File: config.mk
export PLATFORM = sky130hd
export DESIGN_NAME = mag_duty_agc
export DESIGN_NICKNAME = d
export VERILOG_FILES = /design/src/rtl/agc_pkg.sv /design/src/rtl/duty_window.sv /design/src/rtl/gain_stepper.sv /design/src/rtl/mag_duty_agc.sv
export SDC_FILE = /design/constraint.sdc
export NUM_CORES = 1
export LEC_CHECK = 0
export CAP_MARGIN = 0
export CELL_PAD_IN_SITES_DETAIL_PLACEMENT = 0
export CELL_PAD_IN_SITES_GLOBAL_PLACEMENT = 1
export CORE_ASPECT_RATIO = 1.5
export CORE_UTILIZATION = 48
export CTS_CLUSTER_SIZE = 30
export DETAILED_ROUTE_END_ITERATION = 6
export DONT_BUFFER_PORTS = 1
export GPL_TIMING_DRIVEN = 0
export PLACE_DENSITY = 0.86
export SETUP_SLACK_MARGIN = 0.4
export SYNTH_ARGS = -nofsm -noshare
export SYNTH_HDL_FRONTEND = slang
export SYNTH_HIERARCHICAL = 1
export SYNTH_SLANG_ARGS = --single-unit
File: constraint.sdc
create_clock -name clk -period 3.71 [get_ports clk]
set_input_delay 0.371 -clock clk [delete_from_list [all_inputs] [get_ports clk]]
set_output_delay 0.371 -clock clk [all_outputs]
set_load 0.01 [all_outputs]
File: src/rtl/agc_pkg.sv
package agc_pkg;
    typedef enum logic [1:0] {
        STEP_KEEP = 2'd0,
        STEP_UP   = 2'd1,
        STEP_DOWN = 2'd2,
        STEP_LOAD = 2'd3
    } step_e;
endpackage

File: src/rtl/duty_window.sv
module duty_window #(
    parameter int WIN_LEN = 1024,
    localparam int IDX_W  = $clog2(WIN_LEN),
    localparam int CNT_W  = $clog2(WIN_LEN + 1)
) (
    input  logic             clk,
    input  logic             rst_n,
    input  logic             clear_i,
    input  logic             vld_i,
    input  logic             mag_i,
    output logic             done_o,
    output logic [CNT_W-1:0] total_o
);
    localparam logic [IDX_W-1:0] LAST_IDX = IDX_W'(WIN_LEN - 1);

    typedef struct packed {
        logic [IDX_W-1:0] idx;
        logic [CNT_W-1:0] acc;
        logic             done;
        logic [CNT_W-1:0] total;
    } win_t;

    win_t win_d, win_q;
    logic [CNT_W-1:0] mag_ext;

    always_comb begin
        mag_ext    = {{(CNT_W-1){1'b0}}, mag_i};
        win_d      = win_q;
        win_d.done = 1'b0;
        if (clear_i) begin
            win_d.idx = '0;
            win_d.acc = '0;
        end else if (vld_i) begin
            if (win_q.idx == LAST_IDX) begin
                win_d.done  = 1'b1;
                win_d.total = win_q.acc + mag_ext;
                win_d.idx   = '0;
                win_d.acc   = '0;
            end else begin
                win_d.idx = win_q.idx + 1'b1;
                win_d.acc = win_q.acc + mag_ext;
            end
        end
    end

    always_ff @(posedge clk or negedge rst_n) begin
        if (!rst_n) begin
            win_q <= '0;
        end else begin
            win_q <= win_d;
        end
    end

    assign done_o  = win_q.done;
    assign total_o = win_q.total;


    acc_bound_chk: assert property (@(posedge clk) disable iff (!rst_n)
        win_q.acc <= CNT_W'(win_q.idx));


    total_bound_chk: assert property (@(posedge clk) disable iff (!rst_n)
        win_q.done |-> (win_q.total <= CNT_W'(WIN_LEN)));


    hold_clear_chk: assert property (@(posedge clk) disable iff (!rst_n)
        clear_i |=> (win_q.idx == '0 && win_q.acc == '0 && !win_q.done));
endmodule

File: src/rtl/gain_stepper.sv
module gain_stepper
    import agc_pkg::*;
#(
    parameter int GAIN_W    = 8,
    parameter int CNT_W     = 11,
    parameter int TARGET    = 341,
    parameter int DEADBAND  = 8,
    parameter int GAIN_INIT = 128
) (
    input  logic              clk,
    input  logic              rst_n,
    input  logic              hold_i,
    input  logic              load_i,
    input  logic [GAIN_W-1:0] ext_i,
    input  logic              done_i,
    input  logic [CNT_W-1:0]  total_i,
    output logic [GAIN_W-1:0] gain_o
);
    localparam int HI_LIM = TARGET + DEADBAND;
    localparam int LO_LIM = TARGET - DEADBAND;
    localparam logic [GAIN_W-1:0] GAIN_MAX = '1;
    localparam logic [GAIN_W-1:0] GAIN_RST = GAIN_W'(GAIN_INIT);

    typedef struct packed {
        logic [GAIN_W-1:0] gain;
    } gst_t;

    gst_t  g_d, g_q;
    step_e step;
    int    cnt_i;

    always_comb begin
        cnt_i = int'({1'b0, total_i});
        step  = STEP_KEEP;
        if (hold_i) begin
            if (load_i) step = STEP_LOAD;
        end else if (done_i) begin
            if (cnt_i > HI_LIM && g_q.gain != '0)           step = STEP_DOWN;
            else if (cnt_i < LO_LIM && g_q.gain != GAIN_MAX) step = STEP_UP;
        end
    end

    always_comb begin
        g_d = g_q;
        unique case (step)
            STEP_UP:   g_d.gain = g_q.gain + 1'b1;
            STEP_DOWN: g_d.gain = g_q.gain - 1'b1;
            STEP_LOAD: g_d.gain = ext_i;
            default:   g_d.gain = g_q.gain;
        endcase
    end

    always_ff @(posedge clk or negedge rst_n) begin
        if (!rst_n) begin
            g_q.gain <= GAIN_RST;
        end else begin
            g_q <= g_d;
        end
    end

    assign gain_o = g_q.gain;


    one_step_chk: assert property (@(posedge clk) disable iff (!rst_n)
        !hold_i |=> (({1'b0, g_q.gain} <= {1'b0, $past(g_q.gain)} + 1'b1) &&
                     ({1'b0, g_q.gain} + 1'b1 >= {1'b0, $past(g_q.gain)})));


    quiet_between_chk: assert property (@(posedge clk) disable iff (!rst_n)
        (!hold_i && !done_i) |=> $stable(g_q.gain));


    hold_freeze_chk: assert property (@(posedge clk) disable iff (!rst_n)
        (hold_i && !load_i) |=> $stable(g_q.gain));


    load_take_chk: assert property (@(posedge clk) disable iff (!rst_n)
        (hold_i && load_i) |=> (g_q.gain == $past(ext_i)));


    no_wrap_top_chk: assert property (@(posedge clk) disable iff (!rst_n)
        (!hold_i && g_q.gain == GAIN_MAX) |=> (g_q.gain != '0));


    no_wrap_bot_chk: assert property (@(posedge clk) disable iff (!rst_n)
        (!hold_i && g_q.gain == '0) |=> (g_q.gain != GAIN_MAX));
endmodule

File: src/rtl/mag_duty_agc.sv
module mag_duty_agc #(
    parameter int WIN_LEN   = 1024,
    parameter int TARGET    = 341,
    parameter int DEADBAND  = 8,
    parameter int GAIN_W    = 8,
    parameter int GAIN_INIT = 128,
    localparam int CNT_W    = $clog2(WIN_LEN + 1)
) (
    input  logic              clk,
    input  logic              rst_n,
    input  logic              smp_vld,
    input  logic              smp_mag,
    input  logic              agc_hold,
    input  logic [GAIN_W-1:0] ext_gain,
    input  logic              ext_load,
    output logic [GAIN_W-1:0] gain_code
);
    logic             win_done;
    logic [CNT_W-1:0] win_total;

    duty_window #(.WIN_LEN(WIN_LEN)) u_window (
        .clk     (clk),
        .rst_n   (rst_n),
        .clear_i (agc_hold),
        .vld_i   (smp_vld),
        .mag_i   (smp_mag),
        .done_o  (win_done),
        .total_o (win_total)
    );

    gain_stepper #(
        .GAIN_W    (GAIN_W),
        .CNT_W     (CNT_W),
        .TARGET    (TARGET),
        .DEADBAND  (DEADBAND),
        .GAIN_INIT (GAIN_INIT)
    ) u_stepper (
        .clk     (clk),
        .rst_n   (rst_n),
        .hold_i  (agc_hold),
        .load_i  (ext_load),
        .ext_i   (ext_gain),
        .done_i  (win_done),
        .total_i (win_total),
        .gain_o  (gain_code)
    );
endmodule

# After elaboration in Yosys (flattened, before gate mapping)
# Index checks and enable logic that the tools add are counted.
totals:
  word_cells: 34
  inputBits: 14
  out_inout_bits: 8
  rom_bits: 0
  mem_count: 0
  regBits: 41
  latchBits: 0
  mem_bits_rw: 0
op_classes:
  multipliers: 0
  n_eq_ne: 5
  reduce_logical: 6
  n_div: 0
  order_cmp: 2
  bitwise_logic: 1
  muxes: 11
  shifts: 0
  n_addsub: 4
ops:
  columns: ["operator", "n"]
  rows:
  - ["21-bit two-way mux", 2]
  - ["33-bit two-way mux", 1]
  - ["12-bit two-way mux", 2]
  - ["8-bit case mux with 3 select lines", 1]
  - ["11-bit by 1-bit adder with 11-bit output", 1]
  - ["11-bit by 9-bit > comparator with 1-bit output (second input constant)", 1]
  - ["11-bit by 9-bit < comparator with 1-bit output (second input constant)", 1]
  - ["10-bit by 1-bit adder with 10-bit output (second input constant)", 1]
  - ["10-bit equality test (second input constant)", 1]
  - ["8-bit by 1-bit adder with 8-bit output (second input constant)", 1]
  - ["2-bit two-way mux", 4]
  - ["8-bit != test (second input constant)", 1]
  - ["8-bit nonzero test", 1]
  - ["8-bit by 1-bit subtractor with 8-bit output (second input constant)", 1]
  - ["2-bit equality test (second input constant)", 2]
  - ["3-bit AND reduction", 1]
  - ["3-bit nonzero test", 1]
  - ["2-bit by 1-bit equality test with 1-bit output (second input constant)", 1]
  - ["1-bit logical AND", 2]
  - ["2-bit nonzero test", 1]
  - ["1-bit two-way mux", 1]
  - ["1-bit inverter", 1]

# Logic depth before layout (Yosys ltp)
# Gate-level depths: netlist of the first run.
depth:
  depth_word: 8
  ltp_mapped: 12
  ltp_nobuf: 11

# Cells and area by module
# Netlist of the first run, hierarchy kept.
by_module_without_submodules:
  columns: ["module", "seq_area_each_um2", "instances", "area_each_um2", "cells_per_inst"]
  rows:
  - ["duty_window", 825.8, 1, 1754.2, 170]
  - ["gain_stepper", 201.4, 1, 783.3, 93]

# Least setup slack after synthesis of the first run
# OpenSTA, ideal clock, no wires.
synth_path:
  path_type: "reg2reg"
  from: "register u_window.win_q, in the netlist u_window/total_o[6]"
  to: "register u_stepper.g_q, in the netlist u_stepper/gain_o[6]"
  setup_ns: 0.082
  stages_incl_launch_ff: 13
  arrival_ns: 3.000
  required_time_ns: 3.628
  setup_slack_ns: 0.628
  path_buffers: 1
  synth_period_minus_slack_ns: 3.082
  cell_sequence: "dfrtp_1 buf_4 a21oi_1 nor2b_1 o41ai_2 inv_1 ha_1 nor2b_1 o31a_1 o21a_1 o21a_1 or3_1 a31oi_1"
synth_between:
  elab_chain_len: 8
  elab_cells_between_ends: 13
  cone_classes: "order compare (2); eq/ne (3); mux (5); reduce/logical (3)"
synth_lines:
  columns: ["item", "line", "source"]
  rows:
  - ["from (decl)", "duty_window.sv:23", "win_t win_d, win_q;"]
  - ["from (signal assigned)", "duty_window.sv:50", "win_q <= win_d;"]
  - ["11-bit by 9-bit < comparator with 1-bit output", "gain_stepper.sv:39", "else if (cnt_i < LO_LIM && g_q.gain != GAIN_MAX) step = STEP_UP;"]
  - ["1-bit logical AND", "gain_stepper.sv:39", null]
  - ["1-bit two-way mux", "gain_stepper.sv:39", null]
  - ["2-bit two-way mux (*)", "gain_stepper.sv:38", "if (cnt_i > HI_LIM && g_q.gain != '0) step = STEP_DOWN;"]
  - ["2-bit two-way mux (*)", "gain_stepper.sv:37", "end else if (done_i) begin"]
  - ["2-bit two-way mux (*)", "gain_stepper.sv:35", "if (hold_i) begin"]
  - ["2-bit equality test / 2-bit by 1-bit equality test with 1-bit output (equally long branches)", "gain_stepper.sv:45", "unique case (step)"]
  - ["8-bit case mux with 3 select lines / 3-bit nonzero test (equally long branches)", null, null]
  - ["to (signal assigned)", "gain_stepper.sv:57", "g_q <= g_d;"]
  - ["to (decl)", "gain_stepper.sv:28", "gst_t g_d, g_q;"]
# Every way passes the cells marked *; elsewhere a longest branch is shown, timed or not.
# A chain may end at the register's enable or synchronous reset.

# Worst setup path after layout of the first run
layout_path:
  from: "register u_window.win_q, in the netlist u_window/total_o[10]"
  to: "register u_stepper.g_q, in the netlist u_stepper/gain_o[6]"
# The elaborated chain is that of the path after synthesis.

==> flow_metrics.tcl, run 1 <==
set metrics [dict create \
    status "finished clean" \
    ctsLongestPathBuffers 2 \
    finalHoldViolCount 0 \
    r2r_slack_ns 0.54 \
    crit_path_end_kind "register" \
    skew_ns 0.00275 \
    rsz0062_at_grt "no" \
    clockPowerShare_pct 41.8 \
    yosys_warnings 6 \
    r2r_end "u_stepper/gain_o[6]" \
    cts-buffers-inserted 5 \
    drv_cap 0 \
    slew_headroom_pct 66.1 \
    root_buffer "clkbuf_8" \
    clock-sinks 41 \
    arrival_ns 3.39 \
    num_rows 32 \
    grt_max_degree 42 \
    clk_pin_slew_ns 0.08 \
    comb_power_share_pct 10.3 \
    start_util_pct 49.5 \
    first_pass_iters 4 \
    power.density_nw_per_um2 358 \
    n_antenna_cell 0 \
    total_leakage_power_nw 1.28 \
    crit_top_cell "o21a_1" \
    critical_path.max_stage_delay_ns 0.56 \
    grt_overflow 0 \
    synth_simple_gate_area_share_pct 20.3 \
    finalMaxSlewViolations 0 \
    path_class "reg -> reg" \
    synth_compound_area_share_pct 17.8 \
    drc 0 \
    hpwl_um 3860 \
    die_w_um 61.4 \
    synth_top_family_by_area "simple AND/OR/NAND/NOR gates" \
    clock_latency_ns 0.29 \
    yosysSeqAreaShare_pct 40.5 \
    globalplace.congestion 0.786 \
    crit_buf_inv 2 \
    p_total_mw 1.02 \
    holdPathStages 2 \
    nFillCells 485 \
    synth-edff-count 0 \
    grt_usage_pct 20.2 \
    first_global_vias 1833 \
    syn2layout_area_growth_pct 12.0 \
    grt_pass1_wl_um 8250 \
    max_freq_mhz 315 \
    worstMarginPinSlew_ns 0.508 \
    via_count 1929 \
    swShare_pct 23.9 \
    yosys.area.top_type "dfrtp_1" \
    synthXorXnorAreaFrac_pct 5.87 \
    tns_ns 0 \
    r2r-start "u_window/total_o[10]" \
    netlist_area_um2 2540 \
    nNetsFinal 300 \
    cts_tree "built" \
    worst_setup_path_start_kind "register" \
    most-common-layout-cells "dfrtp_1, nand2_1, o21ai_0" \
    core_area_um2 5120 \
    drive_gt1_share_pct 18.1 \
    ir_drop_v 0.000290 \
    synth_cell_types 53 \
    synthMuxAreaShare_pct 3.40 \
    multiInputGateArea_um2 1360 \
    ios 22 \
    ant_nets 0 \
    syn_inst 263 \
    routed_wl_um 5200 \
    min_period_ns 3.17 \
    yosys-top-cells-area "dfrtp_1, ha_1, o21ai_0, buf_4, nand2_1" \
    cts_max_level 2 \
    critPathMaxFanout 5 \
    antenna_found_initial 0 \
    dieHeight_um 91.1 \
    worstPathRequired_ns 3.93 \
    crit_path_top_delay_cell "or4b_4" \
    finalSetupViolations 0 \
    async_reset_ff_share_pct 100 \
    final_common_cell "dfrtp_1" \
    period_share_pct 85.5 \
    drtIter0Drc 124 \
    regArea_um2 1030 \
    yosys.area.top_type_share_pct 39.4 \
    avgSynthCellArea_um2 9.65 \
    wl_per_cell_um 15.1 \
    power.internal_mw 0.774 \
    seq_power_share_pct 47.9 \
    worst_hold_path_type "in -> reg" \
    reg2reg_depth 12 \
    hold_path_end "u_window/win_q[32]" \
    p_switching_mw 0.243 \
    crit_chain "buf_4 > or4b_4 > nor3_4 > o41ai_4 > inv_2 > ha_1 > nor2b_1 > o31a_1 > o21a_1 > o21a_1 > or3_1 > a31oi_1" \
    holdCritStartpoint "smp_vld" \
    die-area_um2 5590 \
    ys_ff_latch 41 \
    synth_fa_ha_area_share_pct 5.23 \
    crit_family "simple AND/OR/NAND/NOR gates" \
    vias_per_cell 5.59 \
    synth_nets 287 \
    io_buffers 0 \
    synth_flop_cell "dfrtp_1" \
]
worst max-delay path by stage:
stage	slack, ns	from	cells after the start	endpoint
after CTS	0.42	u_window/total_o[10]	12	u_stepper/gain_o[6]
after global placement	0.19	u_window/total_o[6]	12	u_stepper/gain_o[6]
after global routing	0.40	u_window/total_o[6]	12	u_stepper/gain_o[6]
after floorplan	0.63	u_window/total_o[6]	12	u_stepper/gain_o[6]
after detailed placement	0.21	u_window/total_o[6]	12	u_stepper/gain_o[6]
final	0.54	u_window/total_o[10]	12	u_stepper/gain_o[6]
per-layer routing:
| layer | share of wire [%] | global-route usage (%) |
|---|---|---|
| met1 | 41 | 22.5 |
| met5 | 0 | 0 |
| met2 | 53 | 33.9 |
| met3 | 3.0 | 4.56 |
| met4 | 3.1 | 11.3 |
cells in the mapped netlist (2+ instances only):
cell / instances
dfrtp_1: 40
nand2_1: 23
o21ai_0: 21
a21oi_1: 16
nor2_1: 15
nand3_1: 14
buf_4: 12
ha_1: 9
xnor2_1: 9
inv_1: 8
xor2_1: 8
a22o_1: 6
mux2_2: 5
or3_1: 5
a21o_1: 4
nand4_1: 4
nor2b_1: 4
nor3_1: 4
a31oi_1: 3
and4_1: 3
buf_2: 3
buf_6: 3
mux2i_1: 3
nand2b_1: 3
nor4_1: 3
o21a_1: 3
and2_1: 2
clkbuf_1: 2
nor3_2: 2
o22ai_1: 2
o41ai_1: 2
logic make-up after synthesis:
logic type / Yosys count
buffers and inverters: 28
adders and majority gates: 10
and+or+nand+nor: 93
AOI/OAI and AO/OA: 66
DFF: 41
xor gates and xnor gates: 17
muxes: 8
worst register-to-register path, stage by stage, from the launching register on:
cell     delay (ns)
dfrtp_1        0.38
buf_4          0.15
or4b_4         0.56
nor3_4         0.18
o41ai_4        0.12
inv_2          0.13
ha_1           0.28
nor2b_1        0.17
o31a_1         0.25
o21a_1         0.18
o21a_1         0.16
or3_1          0.36
a31oi_1        0.17
layout make-up:
class / count / area share, %
Inverter: 8 / 1.06
Timing Repair Buffer: 6 / 2.11
Tap cell: 68 / 2.99
Sequential cell: 41 / 36.2
Clock buffer: 5 / 2.42
Multi-Input combinational cell: 194 / 47.8
Clock inverter: 3 / 2.29
Buffer: 20 / 5.15
state kept, by name (all words and copies together) (netlist names):
name and count:
u_window/total_o 11, u_window/done_o 1, u_window/win_q 21, u_stepper/gain_o 8
power groups by stage:
stage	clock network (mW)	logic [mW]	registers (mW)
finish	0.425	0.105	0.488
global route	0.457	0.120	0.491
CTS	0.440	0.105	0.488
detailed placement	0	0.0920	0.497
global placement	0	0.0892	0.496
floorplan	0	0.0747	0.491
per-stage QoR:
step | instance area [um^2] | hold slack [ns] | instances | utilization (%) | setup WS, ns
after detailed placement | 2620 | 0.0759 | 331 | 51.2 | 0.207
after CTS | 2800 | 0.211 | 341 | 54.7 | 0.419
after global placement | 2620 | 0.0760 | 331 | 51.2 | 0.192
after global routing | 2840 | 0.212 | 345 | 55.4 | 0.404
final | 2840 | 0.219 | 345 | 55.4 | 0.538
after floorplan | 2540 | 0.0754 | 263 | - | 0.628
timing repair:
action | 4_1_cts | 5_1_grt
resized for setup | 3 | 1
pin swaps | 0 | 2
hold buffers | 2 | 0
endpoints found under the setup margin | 2 | 2
setup buffers | 0 | 4
hold endpoints to repair | 41 | 0
Note: power is estimated with default switching activity, not from simulation.
==> run 2: changes to the inputs <==
--- a/config.mk
+++ b/config.mk
@@ -7,6 +7,4 @@
 export LEC_CHECK = 0
 export CAP_MARGIN = 0
-export CELL_PAD_IN_SITES_DETAIL_PLACEMENT = 0
-export CELL_PAD_IN_SITES_GLOBAL_PLACEMENT = 1
 export CORE_ASPECT_RATIO = 1.5
 export CORE_UTILIZATION = 48
@@ -15,5 +13,5 @@
 export DONT_BUFFER_PORTS = 1
 export GPL_TIMING_DRIVEN = 0
-export PLACE_DENSITY = 0.86
+export PLACE_DENSITY = 0.72
 export SETUP_SLACK_MARGIN = 0.4
 export SYNTH_ARGS = -nofsm -noshare
==> constraint.sdc (replaced) <==
create_clock -name clk -period 3.3 [get_ports clk]
set_input_delay 0.33 -clock clk [delete_from_list [all_inputs] [get_ports clk]]
set_output_delay 0.33 -clock clk [all_outputs]
set_load 0.05 [all_outputs]
==> run 2 against run 1 <==
Effect of this change:
- register-to-register slack worse by 0.35 ns
- cell count rose by 2.3%
- sequential power grew 23%
- core utilization is 1.9 points higher
- sequential share of layout area is 0.89 points lower
- via count increased by 4.7%
- global-route usage fell by 0.44 points
- setup slack lost 0.35 ns
- count of clock-buffer cells in the layout did not move
- critical path type unchanged
==> flow_metrics.tcl, run 2 (synthesized netlist as in run 1, its figures left out) <==
set metrics [dict create \
    clock_latency_ns 0.30 \
    drc 0 \
    ir_drop_v 0.000228 \
    dieHeight_um 91.1 \
    cts-buffers-inserted 5 \
    die_w_um 61.4 \
    power.density_nw_per_um2 367 \
    cts_max_level 2 \
    critPathMaxFanout 5 \
    clk_pin_slew_ns 0.09 \
    grt_max_degree 42 \
    worstMarginPinSlew_ns 0.479 \
    slew_headroom_pct 68.1 \
    fin_cells 353 \
    via_count 2020 \
    worst_slack_ns 0.184 \
    clock-sinks 41 \
    vias_per_cell 5.72 \
    n_antenna_cell 0 \
    wl_per_cell_um 15.2 \
    max_freq_mhz 321 \
    globalRouteMet3Util_pct 4.56 \
    root_buffer "clkbuf_8" \
    most-common-layout-cells "dfrtp_1, nand2_1, buf_4" \
    worst_hold_path_type "in -> reg" \
    cts_tree "built" \
    globalplace.congestion 0.791 \
    antenna_found_initial 0 \
    reg2reg_depth 13 \
    core_area_um2 5120 \
    io_buffers 0 \
    drive_gt1_share_pct 25.3 \
    grt_overflow 0 \
    utilization_pct 57.3 \
    use_met2_pct 34.9 \
    worstPathRequired_ns 3.53 \
    period_share_pct 94.4 \
    grtUsageMet1_pct 21.9 \
    drv_cap 0 \
    tns_ns 0 \
    p_total_mw 1.08 \
    grt_usage_pct 19.8 \
    ant_nets 0 \
    arrival_ns 3.34 \
    finalSetupViolations 0 \
    holdPathStages 2 \
    first_pass_iters 4 \
    ctsLongestPathBuffers 2 \
    top_usage_layer "met2" \
    crit_path_end_kind "register" \
    status "finished clean" \
    hpwl_um 3660 \
    place_inst 331 \
    worst_setup_path_start_kind "register" \
    die-area_um2 5590 \
    routed_wl_um 5360 \
    min_period_ns 3.12 \
    syn2layout_area_growth_pct 15.8 \
    ios 22 \
    drtIter0Drc 74 \
    total_leakage_power_nw 1.31 \
    grt_pass1_wl_um 8180 \
    final_common_cell "dfrtp_1" \
    rsz0062_at_grt "yes" \
    largest_register_ffs 21 \
    finalHoldViolCount 0 \
    start_util_pct 49.5 \
    finalMaxSlewViolations 0 \
    path_class "reg -> reg" \
    skew_ns 0.00721 \
    first_global_vias 1829 \
    num_rows 32 \
    pre_cts_ws_ns 0.0154 \
    nFillCells 459 \
    largest_register "u_window/win_q" \
    nNetsFinal 308 \
]
==> run 2: layout make-up <==
cell class / count / area, um^2 / area share, %
sequential: 41 / 1040 / 35.3
multi-input combinational: 194 / 1420 / 48.3
timing repair buffer: 14 / 120 / 4.09
clock inverter: 3 / 25.0 / 0.852
inverter: 8 / 30.0 / 1.02
buffer: 20 / 154 / 5.24
clock buffer: 5 / 68.8 / 2.34
tap: 68 / 85.1 / 2.90
==> run 2: timing repair <==
action,4_1_cts,5_1_grt
endpoints found under the setup margin,4,4
endpoints found under the hold margin,41,0
pin swaps,4,9
resized for setup,9,8
hold buffers,2,0
gates cloned,0,0
setup buffers,7,5
==> run 2: critical path, stage by stage (launching register included) <==
cell and delay, ns:
dfrtp_1 0.40, buf_6 0.12, or4b_4 0.55, nor3_4 0.17, o41ai_4 0.11, inv_2 0.14
buf_4 0.14, ha_4 0.20, nand3_1 0.08, o211ai_1 0.15, o41ai_2 0.35, xnor2_1 0.15
or3_1 0.32, a31oi_1 0.17
==> run 2: worst paths after layout <==
path                                startpoint             endpoint  slack [ns]
min in group asynchronous                rst_n  u_stepper/gain_o[6]        0.48
max                        u_window/total_o[7]  u_stepper/gain_o[7]        0.18
min                                ext_gain[7]  u_stepper/gain_o[7]        0.17
max reg2reg                u_window/total_o[7]  u_stepper/gain_o[7]        0.18
max in group asynchronous                rst_n  u_stepper/gain_o[7]        2.57
min reg2reg                u_window/total_o[2]  u_window/total_o[2]        0.49
==> run 2: power by group <==
part | internal [mW] | switching, mW
Clock | 0.153 | 0.195
Combinational | 0.0609 | 0.0723
Sequential | 0.521 | 0.0774
==> run 2: metal layers <==
layer  up-vias  part of all wire, %
met5         -                    0
met4         0                  2.2
met2        39                   54
met1       988                   41
li1        984                    -
met3         9                  3.1
==> run 2: metrics by stage <==
| stage | hold slack [ns] | instance area (um^2) |
|---|---|---|
| after floorplan | 0.0344 | 2570 |
| after global placement | 0.0351 | 2660 |
| after detailed placement | 0.0349 | 2660 |
| after CTS | 0.153 | 2880 |
| after global routing | 0.160 | 2940 |
| final | 0.170 | 2940 |
==> run 3: changes to the inputs <==
- CTS_BUF_LIST: unset -> sky130_fd_sc_hd__clkbuf_4
- PLACE_DENSITY: 0.72 -> unset
- PLACE_DENSITY_LB_ADDON: unset -> 0.05
==> run 3 against run 2 <==
Effect of this change:
- first-iteration DRC count up 2.7%
- routed wire length down 0.65%
- largest cell class unchanged
- sequential share of layout area up 1.6 points
- largest power group unchanged
- setup slack better by 0.088 ns
- count of clock-buffer cells in the layout up 1
- cell count down 2.3%
- die area unchanged
- total power down 9.9%
- critical path depth down 1
- non-clock buffer count down 8
- via count down 4.0%
- sequential cell count unchanged
==> flow_metrics.tcl, run 3 (synthesized netlist as in run 1, its figures left out) <==
set metrics [dict create \
    status "finished clean" \
    seq_power_share_pct 60.7 \
    ir_drop_v 0.000172 \
    skew_ns 0.0122 \
    crit_chain "buf_6 > or4b_4 > nor3_4 > o41ai_4 > inv_2 > ha_1 > a21oi_2 > o211ai_1 > o41ai_2 > xnor2_1 > or3_1 > a31oi_1" \
    crit_path_end_kind "register" \
    hpwl_um 3890 \
    crit_path_top_delay_cell "or4b_4" \
    largest_register "u_window/win_q" \
    grt_usage_pct 20.5 \
    final_common_cell "dfrtp_1" \
    whs_ns 0.0888 \
    drtIter0Drc 76 \
    clockPowerShare_pct 26.4 \
    worst_setup_path_start_kind "register" \
    dieHeight_um 91.1 \
    cts_tree "built" \
    arrival_ns 3.32 \
    slew_headroom_pct 61.2 \
    p_switching_mw 0.307 \
    worst_hold_path_type "in -> reg" \
    most-common-layout-cells "dfrtp_1, nand2_1, o21ai_0" \
    vias_per_cell 5.62 \
    critical_path.max_stage_delay_ns 0.56 \
    path_class "reg -> reg" \
    n_antenna_cell 0 \
    clock-sinks 41 \
    core_area_um2 5120 \
    grt_pass1_wl_um 8380 \
    clk_pin_slew_ns 0.13 \
    first_pass_iters 4 \
    swShare_pct 31.6 \
    ant_nets 0 \
    finalSetupViolations 0 \
    drc 0 \
    via_count 1940 \
    crit_family "simple AND/OR/NAND/NOR gates" \
    largest_register_ffs 21 \
    wl_per_cell_um 15.4 \
    power.density_nw_per_um2 347 \
    tns_ns 0 \
    power.internal_mw 0.666 \
    min_period_ns 3.03 \
    grt_max_degree 42 \
    critPathMaxFanout 5 \
    max_freq_mhz 330 \
    syn2layout_area_growth_pct 10.4 \
    die_w_um 61.4 \
    crit_buf_inv 2 \
    finalMaxSlewViolations 0 \
    nNetsFinal 300 \
    num_rows 32 \
    place_inst 331 \
    comb_power_share_pct 12.8 \
    first_global_vias 1818 \
    io_buffers 0 \
    clock_latency_ns 0.36 \
    die-area_um2 5590 \
    rsz0062_at_grt "yes" \
    antenna_found_initial 0 \
    fin_cells 345 \
    p_total_mw 0.973 \
    drive_gt1_share_pct 20.6 \
    total_leakage_power_nw 1.26 \
    ctsLongestPathBuffers 2 \
    worstPathRequired_ns 3.59 \
    worstMarginPinSlew_ns 0.583 \
    cts-buffers-inserted 5 \
    grt_overflow 0 \
    routed_wl_um 5320 \
    globalplace.congestion 0.775 \
    period_share_pct 91.7 \
    finalHoldViolCount 0 \
    root_buffer "clkbuf_4" \
    drv_cap 0 \
    ios 22 \
    cts_max_level 2 \
    start_util_pct 49.5 \
]
## run 3: layer usage
metal  global-route usage, %  wire length, um  part of all wire, %  vias to the layer above
li1                        -                -                    -                      970
met2                    37.0             2920                   55                       29
met5                       0                0                    0                        -
met4                    6.11               78                  1.5                        0
met1                    23.4             2180                   41                      936
met3                    3.70              146                  2.7                        5
## run 3: through the flow
stage | setup slack (ns) | util, % | area (um^2)
floorplan | 0.386 | - | 2570
global placement | 0.132 | 51.9 | 2660
detailed placement | 0.106 | 51.9 | 2660
CTS | 0.248 | 54.5 | 2790
global route | 0.120 | 54.6 | 2800
finish | 0.272 | 54.6 | 2800
## run 3: path summary, 6_finish.rpt
check                      depth (start not counted)                  from                   to  slack [ns]
max in group asynchronous                          2                 rst_n  u_stepper/gain_o[7]        2.58
hold / removal                                     2           ext_gain[7]  u_stepper/gain_o[7]        0.09
setup / recovery                                  12  u_window/total_o[10]  u_stepper/gain_o[7]        0.27
setup reg to reg                                  12  u_window/total_o[10]  u_stepper/gain_o[7]        0.27
min in group asynchronous                          2                 rst_n      u_window/done_o        0.43
hold reg to reg                                    2   u_window/total_o[2]  u_window/total_o[2]        0.50
## run 3: power groups by stage
stage | registers, mW | logic (mW) | clock network [mW]
finish | 0.591 | 0.125 | 0.257
detailed placement | 0.600 | 0.105 | 0
CTS | 0.591 | 0.125 | 0.273
global placement | 0.599 | 0.104 | 0
global route | 0.595 | 0.140 | 0.292
floorplan | 0.593 | 0.0859 | 0
## run 3: what timing repair did
item,CTS,global route
hold endpoints to repair,41,0
resized for setup,7,2
hold buffers,2,0
endpoints found under the setup margin,3,3
pin swaps,0,0
buffers inserted,4,0
## run 3: final cells by class
class / instances / area [um^2]
multi-input combinational: 194 / 1390
inverter: 8 / 30.0
clock buffer: 6 / 45.0
timing repair buffer: 6 / 60.1
sequential: 41 / 1030
fill: 491 / 2320
clock inverter: 2 / 10.0
buffer: 20 / 154
tap: 68 / 85.1
